===== config.mk =====
export PLATFORM = sky130hd
export DESIGN_NAME = serial_hit_edge_det
export DESIGN_NICKNAME = d
export VERILOG_FILES = /design/src/rtl/shed_pkg.sv /design/src/rtl/shed_bit_step.sv /design/src/rtl/shed_word_scan.sv /design/src/rtl/shed_result_mem.sv /design/src/rtl/serial_hit_edge_det.sv
export SDC_FILE = /design/constraint.sdc
export NUM_CORES = 1
export LEC_CHECK = 0
export BUFFER_PORTS_ARGS = -buffer_cell sky130_fd_sc_hd__buf_2
export CELL_PAD_IN_SITES_DETAIL_PLACEMENT = 1
export CELL_PAD_IN_SITES_GLOBAL_PLACEMENT = 1
export CORE_MARGIN = 5
export CORE_UTILIZATION = 35
export DETAILED_ROUTE_END_ITERATION = 10
export GPL_TIMING_DRIVEN = 1
export PLACE_DENSITY = 0.68
export SYNTH_ARGS = -nofsm -noshare
export SYNTH_HDL_FRONTEND = slang
export SYNTH_SLANG_ARGS = --single-unit

===== constraint.sdc =====
create_clock -name clk -period 3 [get_ports clk]
set_input_delay 0.6 -clock clk [delete_from_list [all_inputs] [get_ports clk]]
set_output_delay 0.6 -clock clk [all_outputs]
set_load 0.02 [all_outputs]

===== src/rtl/shed_pkg.sv =====
package shed_pkg;
  // length of the qualifying run after a transition
  localparam int QUAL_RUN = 4;
  localparam int EDGE_W   = 8;
  localparam int REC_W    = 2 * EDGE_W;
  localparam int MAX_HITS = 4;
  localparam int SLOT_W   = $clog2(MAX_HITS);
  localparam int HCNT_W   = $clog2(MAX_HITS + 1);
  localparam logic [EDGE_W-1:0] EDGE_SAT = '1;

  typedef struct packed {
    logic                open;
    logic [QUAL_RUN-1:0] hist;
    logic [HCNT_W-1:0]   hits;
  } scan_st_t;

  function automatic logic [EDGE_W-1:0] clip_edge(input logic [31:0] v);
    logic [EDGE_W-1:0] r;
    r = (v > 32'(EDGE_SAT)) ? EDGE_SAT : v[EDGE_W-1:0];
    return r;
  endfunction
endpackage


===== src/rtl/shed_bit_step.sv =====
module shed_bit_step
  import shed_pkg::*;
#(
  parameter int IDX_W = 10
) (
  input  scan_st_t           st_i,
  input  logic [IDX_W-1:0]   lead_i,
  input  logic               bit_i,
  input  logic [IDX_W-1:0]   idx_i,
  output scan_st_t           st_o,
  output logic [IDX_W-1:0]   lead_o,
  output logic               wr_o,
  output logic [SLOT_W-1:0]  slot_o,
  output logic [REC_W-1:0]   rec_o
);
  localparam logic [QUAL_RUN-1:0] RISE_HIST = {1'b0, {(QUAL_RUN-1){1'b1}}};
  localparam logic [QUAL_RUN-1:0] FALL_HIST = {1'b1, {(QUAL_RUN-1){1'b0}}};

  logic             rise_seen;
  logic             fall_seen;
  logic             has_room;
  logic [IDX_W-1:0] edge_pos;
  logic [IDX_W-1:0] span;

  // history holds the previous QUAL_RUN bits, oldest in the MSB
  assign rise_seen = (st_i.hist == RISE_HIST) && bit_i;
  assign fall_seen = (st_i.hist == FALL_HIST) && !bit_i;
  assign has_room  = st_i.hits < HCNT_W'(MAX_HITS);
  assign edge_pos  = idx_i - IDX_W'(QUAL_RUN - 1);
  assign span      = edge_pos - lead_i;

  always_comb begin
    st_o      = st_i;
    st_o.hist = {st_i.hist[QUAL_RUN-2:0], bit_i};
    lead_o    = lead_i;
    wr_o      = 1'b0;
    slot_o    = SLOT_W'(st_i.hits - HCNT_W'(1));
    rec_o     = '0;
    if (!st_i.open) begin
      if (rise_seen && has_room) begin
        st_o.open = 1'b1;
        st_o.hits = st_i.hits + HCNT_W'(1);
        lead_o    = edge_pos;
      end
    end else if (fall_seen) begin
      st_o.open = 1'b0;
      wr_o      = 1'b1;
      rec_o     = {clip_edge(32'(lead_i)), clip_edge(32'(span))};
    end
  end
endmodule


===== src/rtl/shed_word_scan.sv =====
module shed_word_scan
  import shed_pkg::*;
#(
  parameter int WORD_W = 10,
  parameter int IDX_W  = 10
) (
  input  scan_st_t          st_i,
  input  logic [IDX_W-1:0]  lead_i,
  input  logic [WORD_W-1:0] word_i,
  input  logic [IDX_W-1:0]  base_i,
  output scan_st_t          st_o,
  output logic [IDX_W-1:0]  lead_o,
  output logic [MAX_HITS-1:0] we_o,
  output logic [REC_W-1:0]  wdata_o [MAX_HITS]
);
  scan_st_t          st_c   [WORD_W+1];
  logic [IDX_W-1:0]  lead_c [WORD_W+1];
  logic [WORD_W-1:0] wr_g;
  logic [SLOT_W-1:0] slot_g [WORD_W];
  logic [REC_W-1:0]  rec_g  [WORD_W];

  assign st_c[0]   = st_i;
  assign lead_c[0] = lead_i;

  // one stage per bit, MSB first
  for (genvar g = 0; g < WORD_W; g++) begin : g_bit
    shed_bit_step #(.IDX_W(IDX_W)) u_step (
      .st_i   (st_c[g]),
      .lead_i (lead_c[g]),
      .bit_i  (word_i[WORD_W-1-g]),
      .idx_i  (base_i + IDX_W'(g)),
      .st_o   (st_c[g+1]),
      .lead_o (lead_c[g+1]),
      .wr_o   (wr_g[g]),
      .slot_o (slot_g[g]),
      .rec_o  (rec_g[g])
    );
  end

  assign st_o   = st_c[WORD_W];
  assign lead_o = lead_c[WORD_W];

  // each slot closes at most once per word, so an OR-merge is exact
  always_comb begin
    we_o = '0;
    for (int s = 0; s < MAX_HITS; s++) wdata_o[s] = '0;
    for (int g = 0; g < WORD_W; g++) begin
      if (wr_g[g]) begin
        we_o[slot_g[g]]    = 1'b1;
        wdata_o[slot_g[g]] = rec_g[g];
      end
    end
  end
endmodule


===== src/rtl/shed_result_mem.sv =====
module shed_result_mem
  import shed_pkg::*;
(
  input  logic                clk,
  input  logic                rst_n,
  input  logic [MAX_HITS-1:0] we_i,
  input  logic [REC_W-1:0]    wdata_i [MAX_HITS],
  input  logic [SLOT_W-1:0]   rd_slot_i,
  output logic [REC_W-1:0]    rd_data_o
);
  logic [REC_W-1:0] cell_rd [MAX_HITS];

  for (genvar g = 0; g < MAX_HITS; g++) begin : g_cell
    logic [REC_W-1:0] cell_q;
    always_ff @(posedge clk or negedge rst_n) begin
      if (!rst_n)        cell_q <= '0;
      else if (we_i[g])  cell_q <= wdata_i[g];
    end
    assign cell_rd[g] = cell_q;
  end

  assign rd_data_o = cell_rd[rd_slot_i];
endmodule


===== src/rtl/serial_hit_edge_det.sv =====
module serial_hit_edge_det
  import shed_pkg::*;
#(
  parameter  int WORD_W    = 10,
  parameter  int MAX_WORDS = 64,
  localparam int LEN_W     = $clog2(MAX_WORDS + 1)
) (
  input  logic              clk,
  input  logic              rst_n,
  input  logic              in_valid,
  input  logic [WORD_W-1:0] in_data,
  input  logic              in_first,
  input  logic              in_last,
  input  logic              chan_on,
  input  logic [LEN_W-1:0]  burst_words,
  input  logic [SLOT_W-1:0] rd_slot,
  output logic              done_o,
  output logic [HCNT_W:0]   status_o,
  output logic [REC_W-1:0]  rd_rec_o
);
  localparam int RAW_IDX_W = $clog2(MAX_WORDS * WORD_W);
  localparam int IDX_W     = (RAW_IDX_W > EDGE_W) ? RAW_IDX_W : EDGE_W + 1;
  localparam logic [QUAL_RUN-1:0] ALL_ONES = '1;

  // reset synchronizer: assert async, release on clock
  logic [1:0] rst_pipe_q;
  logic       rst_n_s;
  always_ff @(posedge clk or negedge rst_n) begin
    if (!rst_n) rst_pipe_q <= '0;
    else        rst_pipe_q <= {rst_pipe_q[0], 1'b1};
  end
  assign rst_n_s = rst_pipe_q[1];

  // state
  logic             busy_q, en_q, done_q;
  logic [LEN_W-1:0] len_q, wcnt_q;
  scan_st_t         st_q;
  logic [IDX_W-1:0] lead_q;
  logic [HCNT_W:0]  status_q;

  // next-state
  logic             take, finish, scan_on, pre_open;
  logic             cur_en;
  logic [LEN_W-1:0] cur_len, cur_wcnt;
  scan_st_t         seed_st, scan_st, post_st;
  logic [IDX_W-1:0] seed_lead, scan_lead, post_lead, base;
  logic [MAX_HITS-1:0] scan_we, mem_we;
  logic [REC_W-1:0] scan_wdata [MAX_HITS];
  logic [REC_W-1:0] mem_wdata  [MAX_HITS];
  logic             tail_wr;
  logic [SLOT_W-1:0] tail_slot;
  logic [REC_W-1:0] tail_rec;
  logic             busy_d;
  logic [LEN_W-1:0] wcnt_d;
  logic [HCNT_W:0]  status_d;

  always_comb begin
    take     = in_valid && (in_first || busy_q);
    finish   = take && in_last;
    cur_en   = in_first ? chan_on     : en_q;
    cur_len  = in_first ? burst_words : len_q;
    cur_wcnt = in_first ? '0          : wcnt_q;
    scan_on  = take && (cur_wcnt < cur_len);
    pre_open = (burst_words != '0) &&
               (in_data[WORD_W-1 -: QUAL_RUN] == ALL_ONES);
    if (in_first) begin
      seed_st.open = pre_open;
      seed_st.hist = ALL_ONES;
      seed_st.hits = pre_open ? HCNT_W'(1) : '0;
      seed_lead    = '0;
    end else begin
      seed_st   = st_q;
      seed_lead = lead_q;
    end
    base = IDX_W'(cur_wcnt) * IDX_W'(WORD_W);
  end

  shed_word_scan #(.WORD_W(WORD_W), .IDX_W(IDX_W)) u_scan (
    .st_i    (seed_st),
    .lead_i  (seed_lead),
    .word_i  (in_data),
    .base_i  (base),
    .st_o    (scan_st),
    .lead_o  (scan_lead),
    .we_o    (scan_we),
    .wdata_o (scan_wdata)
  );

  always_comb begin
    post_st   = scan_on ? scan_st   : seed_st;
    post_lead = scan_on ? scan_lead : seed_lead;
    tail_wr   = finish && post_st.open;
    tail_slot = SLOT_W'(post_st.hits - HCNT_W'(1));
    tail_rec  = {clip_edge(32'(post_lead)), EDGE_SAT};
    for (int s = 0; s < MAX_HITS; s++) begin
      mem_we[s]    = cur_en && ((scan_on && scan_we[s]) ||
                                (tail_wr && tail_slot == SLOT_W'(s)));
      mem_wdata[s] = (tail_wr && tail_slot == SLOT_W'(s)) ? tail_rec
                                                         : scan_wdata[s];
    end
    busy_d   = take ? !in_last : busy_q;
    wcnt_d   = scan_on ? cur_wcnt + LEN_W'(1) : cur_wcnt;
    status_d = {cur_en, cur_en ? post_st.hits : HCNT_W'(0)};
  end

  // registers with explicit enables
  always_ff @(posedge clk or negedge rst_n_s) begin
    if (!rst_n_s) begin
      busy_q   <= 1'b0;
      en_q     <= 1'b0;
      len_q    <= '0;
      wcnt_q   <= '0;
      st_q     <= '0;
      lead_q   <= '0;
      done_q   <= 1'b0;
      status_q <= '0;
    end else begin
      busy_q <= busy_d;
      done_q <= finish;
      if (take) begin
        en_q   <= cur_en;
        len_q  <= cur_len;
        wcnt_q <= wcnt_d;
        st_q   <= post_st;
        lead_q <= post_lead;
      end
      if (finish) status_q <= status_d;
    end
  end

  shed_result_mem u_mem (
    .clk       (clk),
    .rst_n     (rst_n_s),
    .we_i      (mem_we),
    .wdata_i   (mem_wdata),
    .rd_slot_i (rd_slot),
    .rd_data_o (rd_rec_o)
  );

  assign done_o   = done_q;
  assign status_o = status_q;
endmodule


==> results of run 1 <==
## cells by family after synthesis
group	after synthesis	synth area share
multiplexers	67	0.0474
XOR/XNOR	97	0.0504
AO/OA/AOI/OAI	968	0.365
adder cells (fa/ha/maj)	153	0.103
other	1	0.000198
AND/OR/NAND/NOR	961	0.243
buffers and inverters	245	0.0531
flip-flops	105	0.138
## stage by stage
step           std cells  setup slack [ps]
2_1_floorplan       2597             -5060
3_3_place_gp        4375             -5090
3_5_place_dp        4375             -5450
4_1_cts             4452             -4700
## metal layers
metal,global-route usage,GRT overflow
met1,0.648,1
met2,0.845,28
met3,0.381,1
met4,0.584,38
met5,0.106,0
## repair_timing
| item | 4_1_cts |
|---|---|
| buffers inserted | 72 |
| pin swaps | 87 |
| setup endpoints to repair | 92 |
| gates resized for setup | 209 |
| hold buffers | 1 |
| endpoints found under the hold margin | 2 |
| cloned | 2 |
==> metrics.txt, run 1 <==
Ys Warns=0; Exit stage=5_1_grt; Max clock buf depth=2; gr usage total=0.623; Overflow after GRT=68; post-synthesis average cell area=7.31 µm²; Final GP Congestion=1.16; Post-Syn Area=19,000 µm²; htree depth=3; clock root buffer=clkbuf_16; Area contributors post-synth=dfrtp_1, ha_1, nand2_1, nor2_1, a21oi_1; Cells after Synth=2,597; status=did not finish; number of synthesized flops with an enable pin=0; post-DP HPWL=123 mm; port buffer count=45; Syn Nets=2,774; sequential element share of the synthesized area=0.138; total CTS buffers=9; largest net degree at the start of global routing=61; row count=85; Starting Density=0.353; top cells by count, synth=nand2_1, nor2_1, a21oi_1; ys async rst share=1.00; Synth cell types=116; top cell type's share of synthesized area=0.138; Placed Area=29,200 µm²; flops & latches, synth=~110; Sink Count=105; Log Error=[ERROR GRT-0232] Routing congestion too high. Check the congestion heatmap in the GUI.; dominant synthesized flop cell=dfrtp_1; Die Ht=243 µm; Die W=243 µm; leading area contributor after synthesis=dfrtp_1; most common cell in the netlist=nand2_1; GRT worst endpoint=u_mem.g_cell[0].cell_q[11]$_DFFE_PN0P_/D; IO Pins=46; Worst EP kind=register input
==> run 2, diff against run 1 <==
- CELL_PAD_IN_SITES_DETAIL_PLACEMENT: 1 -> not set
- CELL_PAD_IN_SITES_GLOBAL_PLACEMENT: 1 -> not set
- CORE_UTILIZATION: 35 -> 20
- PLACE_DENSITY: 0.68 -> not set
- PLACE_DENSITY_LB_ADDON: not set -> 0.15
- clock period: 3 -> 3.9 ns (I/O delays scaled with it)
==> run 2 against run 1 <==
Against the previous run: the flow now finishes, with violations (negative setup slack); synthesized cell count unchanged; area after synthesis unchanged.
==> metrics.txt, run 2 <==
Crit-path slowest cell=nor4_4; total CTS buffers=9 (unchanged); Leak Pwr=around 15 nW; Cells after Synth=2,597 (unchanged); flops & latches, synth=105 (unchanged); Clock transition at path regs=approximately 90 ps; Max Clk Rate=130 MHz; Max transition margin=0.324; Syn Nets=2,774 (unchanged); Die Ht=318 µm (was 243 µm); Tightest Pin Transition=1000 ps; max reg flops=64; IO Pins=46 (unchanged); Non-Filler Instances=approximately 5,000; top cell type's share of synthesized area=0.138 (unchanged); vias per std cell=about 5.3; R2R Path End=u_mem.g_cell[0].cell_q[1]; Top Usage Layer GRT=met2; Iter 0 DRT Violations=between 2,000 and 3,000; commonest non-fill, non-tap cell in the layout=buf_4; gr usage total=0.276; total of max-cap violations=0; DRC=0; Max clock buf depth=2 (unchanged); Worst Setup End Kind=flip-flop; CP arrival=between 7000 and 8000 ps; violated checks=negative setup slack; period utilisation layout=1.97; vias in the first global route=27,002; worst setup margin=-3800 ps; commonest non-fill, non-tap cells in the layout=buf_4, nand2_1, nor2_1; row count=113 (was 85); largest register by flop count=u_mem.g_cell.cell_q; Register Area=2630 µm²; ys async rst share=1.00 (unchanged); Worst R2R Path Depth=42; Setup CP Type=in2reg; Multi-input gate area=16,900 µm²; top cells by count, synth=nand2_1, nor2_1, a21oi_1 (unchanged); Overflow after GRT=0; Starting Density=0.201 (was 0.353); via count=27,209; Fin. Hold Viols=0; Worst Setup SP=burst_words[4]; initial antenna violation count=11; Post-CTS Hold Buffers=0 (was 1); Tot Pwr=17.5 mW; largest fanout on the critical path=3; worst hold slack=139 ps; largest net degree at the start of global routing=60; GR Util met3=0.0402; Pre-antenna DRT Iters=6; Final GP Congestion=1.04 (was 1.16); CP Depth=44; status=complete, but fails checks (was did not finish); worst setup path end=u_mem.g_cell[0].cell_q[1]; nets=approximately 4,000; Die W=318 µm (was 243 µm); RSZ-0062 raised after global routing=true; CORE AREA=94,600 µm²; max incr delay on CP=330 ps; share of layout cells above drive strength 1=0.450; leading area contributor after synthesis=dfrtp_1 (unchanged); DR WL/cell=about 29 µm; Final ANT Viol Nets=0; Post-Syn Area=19,000 µm² (unchanged); Inst Count DP=5,006 (was 4,375); PD cells=approximately 530 nW/µm²; CP startpoint kind=input port; CTS tree=built; htree depth=3 (unchanged); Area contributors post-synth=dfrtp_1, ha_1, nand2_1, nor2_1, a21oi_1 (unchanged); hold crit path type=in2async; setup violators final=just over 80; Synth cell types=116 (unchanged); max-slew violations=0; post-DP HPWL=126 mm (was 123 mm); clk_lat worst skew=410 ps; delay-heaviest family, CP=adder cells; post-synthesis average cell area=7.31 µm² (unchanged); most common cell in the netlist=nand2_1 (unchanged); Worst Path Required=4180 ps; Routed WL=147 mm; met2 usage=0.446; first-pass GRT wire length=203 mm; Reg2Reg Launch Point=st_q[6]; fillers=10,105; dominant synthesized flop cell=dfrtp_1 (unchanged); Largest regs=u_mem.g_cell.cell_q: 64 flops, lead_q: 10 flops, st_q: 8 flops; Die ar.=101,000 µm²; cell mode on critical path=ha_4; R2R Setup Slk=-3590 ps; Sink Count=105 (unchanged); port buffer count=45 (unchanged); met1 Resource Use GR=0.380; fin crit period=around 7700 ps; peak supply drop=around 0.35 mV; number of synthesized flops with an enable pin=0 (unchanged); Ys Warns=0 (unchanged); CP bufs+invs=6; clk_skew=27.2 ps; DP Worst Slack=-4510 ps (was -5450 ps); clock root buffer=clkbuf_16 (unchanged); area grow syn2layout=72.4%; sequential element share of the synthesized area=0.138 (unchanged)
-- run 2: cell counts after synthesis --
Identical to the previous run, type by type.
-- run 2: cell type report --
class                      count  area share
clock buffer                  10     0.00700
timing repair buffer        1368       0.334
clock inverter                 6     0.00233
sequential                   105      0.0804
multi-input combinational   2247       0.515
inverter                     101      0.0119
antenna                        9    0.000688
tap                         1265      0.0484
-- run 2: cells by family after synthesis --
logic type / share of synthesized area
AND/OR/NAND/NOR: 0.243
adder cells (fa/ha/maj): 0.103
multiplexers: 0.0474
buffers and inverters: 0.0531
other: 0.000198
XOR/XNOR: 0.0504
flip-flops: 0.138
AO/OA/AOI/OAI: 0.365
-- run 2: power breakdown --
part / total (mW) / internal, mW / switching, mW
Sequential: 1.48 / 1.28 / 0.202
Clock: 1.03 / 0.511 / 0.519
Combinational: 14.9 / 6.78 / 8.17
-- run 2: how the worst min path moves through the flow --
| stage | depth (start not counted) | end | slack [ps] | from |
|---|---|---|---|---|
| after floorplan | 0 | rst_pipe_q[1] | 330 | rst_pipe_q[0] |
| final | 1 | rst_pipe_q[1] | 140 | rst_n |
| after global routing | 1 | rst_pipe_q[0] | 120 | rst_n |
| after CTS | 1 | rst_pipe_q[1] | 110 | rst_n |
| after detailed placement | 0 | rst_pipe_q[1] | 350 | rst_pipe_q[0] |
| after global placement | 0 | rst_pipe_q[1] | 340 | rst_pipe_q[0] |
-- run 2: through the flow --
| stage | cell area (µm²) | TNS [ps] | utilization |
|---|---|---|---|
| after detailed placement | 30300 | -331660 | 0.321 |
| after CTS | 32100 | -272270 | 0.339 |
| after global placement | 30300 | -329550 | 0.321 |
| final | 32700 | -270880 | 0.346 |
| after floorplan | 19500 | -299480 | - |
| after global routing | 32700 | -295200 | 0.346 |
-- run 2: what timing repair did --
action / 4_1_cts / 5_1_grt
gates resized for setup: 222 / 101
endpoints found under the hold margin: 0 / 0
endpoints found under the setup margin: 90 / 87
setup buffers: 56 / 34
pin swaps: 85 / 74
gates cloned: 3 / 2
-- run 2: worst reg2reg max path: cells and delay by family (launching register included) --
kind / cells / cell delay, ps
adders and majority gates: 7 / 1730
muxes: 1 / 180
buffers and inverters: 8 / 1140
and+or+nand+nor: 14 / 2340
AOI/OAI and AO/OA: 12 / 1580
DFF: 1 / 420
-- run 2: layer usage --
metal	up-vias	share of wire	routed length [µm]
li1	12362	-	-
met1	13558	0.45	65700
met2	1069	0.45	65600
met3	218	0.067	9810
met4	2	0.041	6080
met5	-	0.00012	17
(Power assumes the default switching activity.)
